`src/rtl/blk66_pkg.sv`:
```
package blk66_pkg;

    localparam int PAY_W   = 64;
    localparam int HDR_W   = 2;
    localparam int BLK_W   = PAY_W + HDR_W;
    localparam int SCR_W   = 58;
    localparam int SCR_TAP = 39;

    typedef enum logic {
        HDR_SIDE = 1'b0,
        HDR_STD  = 1'b1
    } hdr_mode_e;

    typedef struct packed {
        logic [PAY_W-1:0] pay;
        logic [HDR_W-1:0] hdr;
    } blk_t;

    typedef struct packed {
        logic [SCR_W-1:0] state;
        logic [PAY_W-1:0] data;
    } scr_res_t;

    // One serial scrambler step per payload bit, bit 0 first, unrolled.
    function automatic scr_res_t scr_step(input logic [SCR_W-1:0] st_in,
                                          input logic [PAY_W-1:0] d_in);
        scr_res_t         r;
        logic [SCR_W-1:0] st;
        logic             b;
        st = st_in;
        r.data = '0;
        for (int i = 0; i < PAY_W; i++) begin
            b = d_in[i] ^ st[SCR_TAP-1] ^ st[SCR_W-1];
            r.data[i] = b;
            st = {st[SCR_W-2:0], b};
        end
        r.state = st;
        return r;
    endfunction

endpackage

```
`src/rtl/blk66_scrambler.sv`:
```
module blk66_scrambler
    import blk66_pkg::*;
(
    input  logic             clk,
    input  logic             rst,
    input  logic             adv,
    input  logic [PAY_W-1:0] din,
    output logic [PAY_W-1:0] dout
);
    logic [SCR_W-1:0] state_q;
    scr_res_t         res;

    always_comb res = scr_step(state_q, din);

    assign dout = res.data;

    always_ff @(posedge clk) begin
        if (rst)      state_q <= '1;
        else if (adv) state_q <= res.state;
    end

    AST_SCR_HOLD: assert property (@(posedge clk) disable iff (rst)
        !adv |=> $stable(state_q));

    AST_SCR_SEED: assert property (@(posedge clk)
        rst |=> (state_q == '1));
endmodule

```
`src/rtl/blk66_hdr_enc.sv`:
```
module blk66_hdr_enc
    import blk66_pkg::*;
(
    input  hdr_mode_e        mode,
    input  logic             side,
    input  logic             ctrl,
    output logic [HDR_W-1:0] hdr
);
    logic first_bit;

    always_comb begin
        unique case (mode)
            HDR_STD:  first_bit = ctrl;
            default:  first_bit = side;
        endcase
        hdr = {~first_bit, first_bit};
    end
endmodule

```
`src/rtl/blk66_out_stage.sv`:
```
module blk66_out_stage
    import blk66_pkg::*;
(
    input  logic clk,
    input  logic rst,
    input  logic load,
    input  blk_t din,
    input  logic take,
    output logic valid,
    output blk_t dout
);
    always_ff @(posedge clk) begin
        if (rst) begin
            valid <= 1'b0;
            dout  <= '0;
        end else if (load) begin
            valid <= 1'b1;
            dout  <= din;
        end else if (take) begin
            valid <= 1'b0;
        end
    end

    AST_OUT_HOLD: assert property (@(posedge clk) disable iff (rst)
        (valid && !take) |=> (valid && $stable(dout)));
endmodule

```
`src/rtl/blk66_framer.sv`:
```
module blk66_framer
    import blk66_pkg::*;
(
    input  logic              clk,
    input  logic              rst,
    input  logic              mode_std,
    input  logic              in_valid,
    output logic              in_ready,
    input  logic [PAY_W-1:0]  in_data,
    input  logic              in_side,
    input  logic              in_ctrl,
    output logic              out_valid,
    input  logic              out_ready,
    output logic [BLK_W-1:0]  out_blk
);
    logic             accept;
    logic [PAY_W-1:0] scr_data;
    logic [HDR_W-1:0] hdr;
    hdr_mode_e        mode;
    blk_t             nxt_blk;
    blk_t             cur_blk;

    assign in_ready = !out_valid || out_ready;
    assign accept   = in_valid && in_ready;
    assign mode     = hdr_mode_e'(mode_std);

    blk66_scrambler u_scr (
        .clk  (clk),
        .rst  (rst),
        .adv  (accept),
        .din  (in_data),
        .dout (scr_data)
    );

    blk66_hdr_enc u_hdr (
        .mode (mode),
        .side (in_side),
        .ctrl (in_ctrl),
        .hdr  (hdr)
    );

    always_comb begin
        nxt_blk.hdr = hdr;
        nxt_blk.pay = scr_data;
    end

    blk66_out_stage u_out (
        .clk   (clk),
        .rst   (rst),
        .load  (accept),
        .din   (nxt_blk),
        .take  (out_ready),
        .valid (out_valid),
        .dout  (cur_blk)
    );

    assign out_blk = cur_blk;

    AST_HDR_BALANCED: assert property (@(posedge clk) disable iff (rst)
        out_valid |-> (out_blk[0] != out_blk[1]));

    AST_SIDE_MAP: assert property (@(posedge clk) disable iff (rst)
        (accept && !mode_std) |=> (out_valid && out_blk[0] == $past(in_side)));

    AST_STD_MAP: assert property (@(posedge clk) disable iff (rst)
        (accept && mode_std) |=> (out_blk[1:0] == ($past(in_ctrl) ? 2'b01 : 2'b10)));

    AST_READY_FREE: assert property (@(posedge clk) disable iff (rst)
        !out_valid |-> in_ready);

    AST_RESET_IDLE: assert property (@(posedge clk)
        rst |=> !out_valid);
endmodule

```
`config.mk`:
```
export PLATFORM = sky130hd
export DESIGN_NAME = blk66_framer
export DESIGN_NICKNAME = d
export VERILOG_FILES = /design/src/rtl/blk66_pkg.sv /design/src/rtl/blk66_scrambler.sv /design/src/rtl/blk66_hdr_enc.sv /design/src/rtl/blk66_out_stage.sv /design/src/rtl/blk66_framer.sv
export SDC_FILE = /design/constraint.sdc
export NUM_CORES = 1
export LEC_CHECK = 0
export ABC_CLOCK_PERIOD_IN_PS = 2900
export BUFFER_PORTS_ARGS = -buffer_cell sky130_fd_sc_hd__clkbuf_2
export CAP_MARGIN = 10
export CORE_AREA = 4 4 127 129
export CTS_CLUSTER_SIZE = 30
export DETAILED_ROUTE_END_ITERATION = 8
export DIE_AREA = 0 0 131 133
export GPL_TIMING_DRIVEN = 0
export PLACE_DENSITY = 0.61
export RECOVER_POWER = 50
export SLEW_MARGIN = 20
export SYNTH_ARGS = -nofsm -noshare
export SYNTH_HDL_FRONTEND = slang
export SYNTH_SLANG_ARGS = --single-unit
```
`constraint.sdc`:
```
create_clock -name clk -period 2.9 [get_ports clk]
set_clock_uncertainty 0.15 [all_clocks]
set_input_delay 0.58 -clock clk [delete_from_list [all_inputs] [get_ports clk]]
set_output_delay 0.58 -clock clk [all_outputs]
set_load 0.02 [all_outputs]
```
After elaboration in Yosys (flattened, before gate mapping)
Index checks and enable logic that the tools add are counted.
- muxes and demuxes: 3
- bitwise operators: 129
- reduce and logical (&&, ||, !) cells: 4
- operators by type and width (cell ; count):
    1-bit bitwise XOR ; 128
    1-bit 2-to-1 mux ; 3
    2-bit nonzero test ; 1
    1-bit logical AND ; 1
    1-bit logical NOT ; 1
    1-bit logical OR ; 1
    1-bit NOT ; 1
- bits in registers: 125
- input bits: 71
- output and inout bits: 68
- logic and storage cells: 140

Longest topological paths before layout
Gate-level depths: netlist of the first run.
- depth in word-level cells: 4
- mapped depth: 6
- depth with buffers taken out: 4

Hierarchy
From an unflattened synthesis of the first run, not the netlist that was laid out.
- cells, all modules: 537
- area, all modules: 5941.9 um^2
- by module, submodules not included (module ; times used ; cells an instance ; area each (um^2) ; seq. area each (um^2)):
    blk66_scrambler ; 1 ; 315 ; 3489.6 ; 1161.1
    blk66_out_stage ; 1 ; 217 ; 2397.3 ; 1341.3
    blk66_hdr_enc ; 1 ; 3 ; 32.5 ; 0.0
    blk66_framer ; 1 ; 2 ; 22.5 ; 0.0

Worst setup path before layout of the first run
Ideal clock, no wire load.
- path kind: input -> output
- start: input out_ready
- end: output in_ready
- arrival time: 1.269 ns
- data required time: 2.170 ns
- setup slack: 0.901 ns
- stages: 3
- path buffers: 1
- cells stage by stage: and2b_1 > inv_1 > clkbuf_1
- cells in the longest elaborated chain, start to end: 1
- RTL lines (what ; RTL line ; RTL):
    start, declared ; blk66_framer.sv:13 ; input logic out_ready,
    1-bit logical OR ; blk66_framer.sv:23 ; assign in_ready = !out_valid || out_ready;
    end, declared ; blk66_framer.sv:8 ; output logic in_ready,
No other way between the ends.

Worst setup path in the final report of the first run
- start: register u_out.valid
- end: output in_ready
- cells in the longest elaborated chain, start to end: 2
- RTL lines (what ; RTL line ; RTL):
    start, declared ; blk66_out_stage.sv:9 ; output logic valid,
    start signal, assigned ; blk66_out_stage.sv:14 ; valid <= 1'b0;
    start signal, assigned ; blk66_out_stage.sv:17 ; valid <= 1'b1;
    start signal, assigned ; blk66_out_stage.sv:20 ; valid <= 1'b0;
    1-bit logical NOT ; blk66_framer.sv:23 ;
    1-bit logical OR ; blk66_framer.sv:23 ;
No other way between the ends.

==> metrics, run 1 <==
crit share post-route around nine tenths; worst-case reg-to-reg path depth 6; core area 15000 um2; Max-cap violations 0; clk root buf clkbuf_16; largest cells by area after synthesis dfxtp_1, xnor3_1, xor3_1; CP max FO 10; Max Slew Vio Count 0; compound-cell area share of the yosys netlist approximately 16%; largest family of logic cells by synthesized area XOR/XNOR gates; Syn Std Cell Area between 6000 and 7000 um2; post-synthesis simple-gate area fraction between 15 and 20%; # IOs roughly 140; Rows 45; layout cells sized above 1 14.2%; Worst Path Arrival 1880 ps; routed length per instance around 23 um; post-DR vias/cell 5.90; total grt overflow 0; Worst Setup End Kind output pin; syn avg cell area 10.2 um2; fmax approximately 380 MHz; Residual DRC 0; Hold/Removal Path Class reg2reg; later-pin clock latency in the skew report 430 ps; routed vias between 5000 and 6000; CTS Buf Count 17; nets between 800 and 900; HPWL after DPL around 17000 um; P&R area growth vs syn 24.0%; static leakage power between 3 and 4 nW; peak supply drop approximately 410 uV; FF-to-FF End u_out.dout[30]; Post-DP Area about 7000 um2; top-area cell type share of the netlist area between 40 and 50%; Final Instance Area about 7500 um2; Pwr Density between 700 and 800 nW/um2; RSZ-0062 raised after global routing no; postcts setup bufs 0; vias in the first global route approximately 5700; DR pass1 iterations 5; Setup violations, final 0; Synth cell types 25; cts hold-fix bufs 0; Yosys top cell by area dfxtp_1; Worst EP required 2170 ps; Post-Syn Nets ~670; IO Port Bufs approximately 140; Post-Place Cells between 900 and 1000; measured slew at the worst slew-check pin 724 ps; Non-Filler Instances between 900 and 1000; first-pass GRT wire length between 30000 and 40000 um; Reg2Reg Setup Slack between 500 and 600 ps; TNS Setup 0 ps; Hold EP u_out.dout[12]; Fin. Hold Viols 0; full die area between 15000 and 20000 um2; ANT cells 0; largest net degree at the start of global routing 17; hold path startpoint u_out.dout[12]; Initial Util ~40%; Max Root-Sink Buffers 2; Hold Crit Depth 2; CTS tree yes; CP Launch Type flip-flop; Post-Synth XOR/XNOR Area approximately a fifth; R2R Path Start u_out.valid; Power Total about 6 mW; fin crit period between 2000 and 3000 ps; Die X-Extent about 130 um; Fin Hold WS between 300 and 400 ps; synthesis warning total 0; Synth Area in Adders 0%; CTS clk-pin slew, worst paths 60 ps; total global-route track usage approximately a quarter; routability-driven placement congestion ratio around 0.99; # resized after CTS 0; Slew HR approximately 52%; register area share after synthesis between 40% and 50%; initial antenna violation count 0; multiplexer area fraction after synthesis 0.164%; CP Class reg2out; die height ~130 um; post-synthesis cell count ~600; status finished, final reports clean; H-Tree Depth 4; ANT nets after route 0; flops & latches, synth roughly 130; WL final 22400 um; clock sink count 125; DRT iter0 DRCs between 600 and 700
worst max-delay path by stage:
stage / startpoint / endpoint / slack [ps] / depth (start not counted)
floorplan: out_ready / in_ready / 900 / 3
global placement: out_ready / in_ready / 410 / 5
detailed placement: out_ready / u_scr.state_q[27] / 390 / 7
CTS: u_out.valid / in_ready / 320 / 4
global route: u_out.valid / in_ready / 230 / 4
finish: u_out.valid / in_ready / 290 / 4
layer usage:
layer | up-vias | routed length (um) | global-route usage [%]
met5 | - | 0 | 0
met4 | 0 | 952 | 10.6
met3 | 53 | 1900 | 6.38
met2 | 297 | 9970 | 39.3
met1 | 2716 | 9570 | 34.9
li1 | 2572 | - | -
synth_stat cells, drive strengths merged:
cell / count
xnor3: 25
mux2i: 1
a21oi: 42
nand4: 25
dfxtp: 125
clkbuf: 51
xor2: 25
nand3: 21
xor3: 20
nand4b: 25
or4: 25
or3: 19
a31oi: 25
inv: 2
buf: 9
o21ai: 123
and2b: 1
nor3b: 1
nand3b: 33
registers in the layout, summed over array words and instances, names as in the netlist:
signal / flops
u_out.valid: 1
u_scr.state_q: 58
u_out.dout: 66
critical path, cell delays in order (launching register included):
cell and delay [ps]:
dfxtp_1 310, and2b_1 260, inv_1 150, clkbuf_1 460
clkbuf_2 270
kinds of logic after synthesis:
| group | Yosys count |
|---|---|
| compound gates | 190 |
| mux | 1 |
| xor+xnor | 70 |
| flops | 125 |
| simple gates | 150 |
| buf+inv | 62 |
through the flow:
step | worst slack, ps | utilization (%)
after floorplan | 901 | -
after CTS | 324 | 51.0
after global placement | 410 | 46.6
final | 287 | 50.2
after detailed placement | 391 | 46.6
after global routing | 229 | 50.2
layout make-up:
cell class / instances / area [um2]
Sequential cell: 125 / 2500
Clock buffer: 18 / 439
Tap cell: 188 / 235
Multi-Input combinational cell: 411 / 3310
Timing Repair Buffer: 137 / 601
Clock inverter: 14 / 218
Buffer: 60 / 230
Inverter: 2 / 7.51
Fill cell: 1430 / 7490
cell usage in the layout (no fill, tap or decap):
cell,netlist,final
or4_1,16,21
a31oi_1,25,25
or4_4,9,4
nor3b_1,1,1
clkbuf_2,0,69
mux2i_1,1,1
clkinvlp_4,0,3
nand3_1,21,21
clkinv_4,0,4
a21oi_1,42,42
xor3_1,20,20
bufinv_16,0,5
xnor3_1,25,25
dfxtp_1,125,125
and2b_1,1,1
clkbuf_16,0,17
clkinv_2,0,2
o21ai_1,31,30
buf_2,6,4
o21ai_0,92,93
nand4_1,25,25
or3_1,19,19
clkbuf_8,0,1
buf_1,1,1
nand3b_1,33,33
xor2_1,25,25
inv_1,1,2
nand4b_1,25,25
clkbuf_1,51,123
report_power, final:
| group | leakage [nW] | total, mW | internal (mW) | switching, mW |
|---|---|---|---|---|
| Clock | 0.312 | 2.39 | 1.55 | 0.840 |
| Combinational | 1.79 | 1.37 | 0.618 | 0.748 |
| Sequential | 1.03 | 2.14 | 1.94 | 0.204 |
| Total | 3.14 | 5.89 | 4.10 | 1.79 |
No activity file was read; power rests on OpenSTA's default activity.
==> run 2, diff against run 1 <==
- CORE_AREA: 4 4 127 129 -> 4 4 114 144
- DIE_AREA: 0 0 131 133 -> 0 0 118 148
==> metrics, run 2 (same netlist as run 1, synthesis figures left out) <==
status finished, final reports clean; Slew HR 55.6% (+3.9 points); TNS Setup 0 ps (unchanged); sequential share of power 37.3% (+1.0 points); # resized after CTS 0 (unchanged); postcts setup bufs 0 (unchanged); measured slew at the worst slew-check pin 666 ps (-58.1 ps); Filler Cell Count 1444 (+0.98%); Setup violations, final 0 (unchanged); Worst EP required 2170 ps (about the same); logic gate share of total power 23.8% (+0.6 points); Final Instance Area 7520 um2 (-0.36%); ANT nets after route 0 (unchanged); P_sw 1.73 mW (-3.6%); fmax 392 MHz (+2.4%); Die X-Extent 118 um (-9.9%); CP Depth 4 (unchanged); routability-driven placement congestion ratio 0.920 (-7.3%); P&R area growth vs syn 23.5%; CTS tree yes; CP Launch Type flip-flop; Max stage delay on crit path 410 ps (-50 ps); worst-case reg-to-reg path depth 6 (unchanged); Top Usage Layer GRT met2; area of the multi-input gates 3330 um2 (+0.57%); first-pass GRT wire length 33600 um (+1.2%); Initial Util 40.9% (+0.39 points); Net Sw Frac 30.0% (-0.41 points); Max Slew Vio Count 0 (unchanged); DRT iter0 DRCs 522 (-15%); vias in the first global route 5744 (+1.0%); Rows 50 (+11%); internal power 4.03 mW (-1.7%); initial antenna violation count 0 (unchanged); nets 825 (unchanged); most frequent cells in the layout dfxtp_1, clkbuf_1, o21ai_0, clkbuf_2, a21oi_1; routed length per instance 23.7 um (+1.3%); later-pin clock latency in the skew report 420 ps (about the same); crit share post-route 88.0% (-2.1 points); clock network power share 38.9% (-1.6 points); largest net degree at the start of global routing 17 (unchanged); hold path startpoint u_out.dout[8]; post-DR vias/cell 5.87 (-0.57%); met1 Usage GRT 30.2% (-4.7 points); Worst Setup End Kind output pin; H-Tree Depth 4 (unchanged); CP Class reg2out; fin crit period 2550 ps (-62.0 ps); commonest non-fill, non-tap cell in the layout dfxtp_1; CTS Buf Count 17 (unchanged); IO Port Bufs 137 (unchanged); RSZ-0062 raised after global routing no; Worst Path Arrival 1820 ps (-60 ps); DR pass1 iterations 5 (unchanged); met2 GRT Util 42.5% (+3.2 points); clock sink count 125 (unchanged); routed vias 5559 (-1.4%); Fin. Hold Viols 0 (unchanged); Top Registers u_out.dout x66, u_scr.state_q x58, u_out.valid x1; Hold/Removal Path Class reg2reg; register area 2500 um2 (unchanged); WL final 22500 um (+0.44%); Post-DP Area 7000 um2 (-0.11%); CTS clk-pin slew, worst paths 60 ps (about the same); Top reg by flops u_out.dout; Pwr Density 766 nW/um2 (-2.0%); Worst Setup SP u_out.valid; static leakage power 3.15 nW (+0.26%); CP max FO 10 (unchanged); total grt overflow 0 (unchanged); Residual DRC 0 (unchanged); delay-heaviest family, CP buffers and inverters; worst-path cell chain and2b_1 > inv_1 > clkbuf_1 > clkbuf_2; # IOs 139 (unchanged); HPWL after DPL 17500 um (+0.23%); cts hold-fix bufs 0 (unchanged); layout cells sized above 1 14.9% (+0.69 points); clk root buf clkbuf_16; Max Root-Sink Buffers 2 (unchanged); FF-to-FF End u_out.dout[30]; fin util 50.5% (+0.30 points); peak supply drop 307 uV (-26%); Max-cap violations 0 (unchanged); R2R Path Start u_out.valid; GR Util met3 7.69% (+1.3 points); ANT cells 0 (unchanged); total global-route track usage 25.8% (about the same); CP Buf/Inv Count 3 (unchanged); core area 14900 um2 (-0.96%); end of the critical path in_ready; CP max-delay cell clkbuf_1; Largest register FFs 66 (unchanged); Reg2Reg Setup Slack 590 ps (about the same); die height 148 um (+11%); full die area 17500 um2 (+0.24%)
[run 2: cell count changes in the layout (fill, tap and decap cells not counted), moves of 2 or more]
cell,change
or4_1,-5
or4_4,+5
clkinv_4,-4
clkinvlp_4,-3
clkinv_2,+2
[run 2: routing by layer]
| metal | vias to the layer above | wire length (um) | part of all wire (%) |
|---|---|---|---|
| met5 | - | 0 | 0 |
| met2 | 263 | 10700 | 48 |
| li1 | 2568 | - | - |
| met3 | 54 | 1760 | 7.8 |
| met1 | 2674 | 8860 | 39 |
| met4 | 0 | 1170 | 5.2 |
[run 2: worst reg2reg max path, stage by stage (launching register included)]
cell and delay (ps):
dfxtp_1 310, and2b_1 250, inv_1 150, clkbuf_1 480
buf_1 470, nand3_1 250, a21oi_1 180
[run 2: worst min path at each step]
stage,end,slack [ps],cells past startpoint
finish,u_out.dout[8],320,2
global route,u_out.dout[32],350,2
CTS,u_out.dout[25],330,2
detailed placement,u_out.dout[25],320,2
global placement,u_out.dout[7],310,2
floorplan,u_scr.state_q[51],300,2
[run 2: cell type report]
cell class / count / share of cell area (%)
clock buffer: 22 / 6.17
buffer: 60 / 3.23
multi-input combinational: 411 / 44.3
timing repair buffer: 137 / 8.00
inverter: 2 / 0.0998
clock inverter: 8 / 1.86
tap: 182 / 3.03
sequential: 125 / 33.3
[run 2: power groups by stage]
stage,Clock [mW],Combinational (mW),Sequential [mW]
5_1_grt,2.34,1.46,2.17
3_3_place_gp,0,1.37,2.17
3_5_place_dp,0,1.38,2.18
2_1_floorplan,0,0.807,2.24
4_1_cts,2.25,1.39,2.14
6_report,2.24,1.37,2.15
[run 2: stage by stage]
step | setup WS (ps) | power (mW) | instances | hold WS, ps
2_1_floorplan | 901 | 3.05 | 598 | 305
5_1_grt | 243 | 5.97 | 947 | 350
4_1_cts | 358 | 5.79 | 947 | 328
3_3_place_gp | 411 | 3.54 | 917 | 313
3_5_place_dp | 408 | 3.56 | 917 | 319
6_report | 349 | 5.76 | 947 | 325
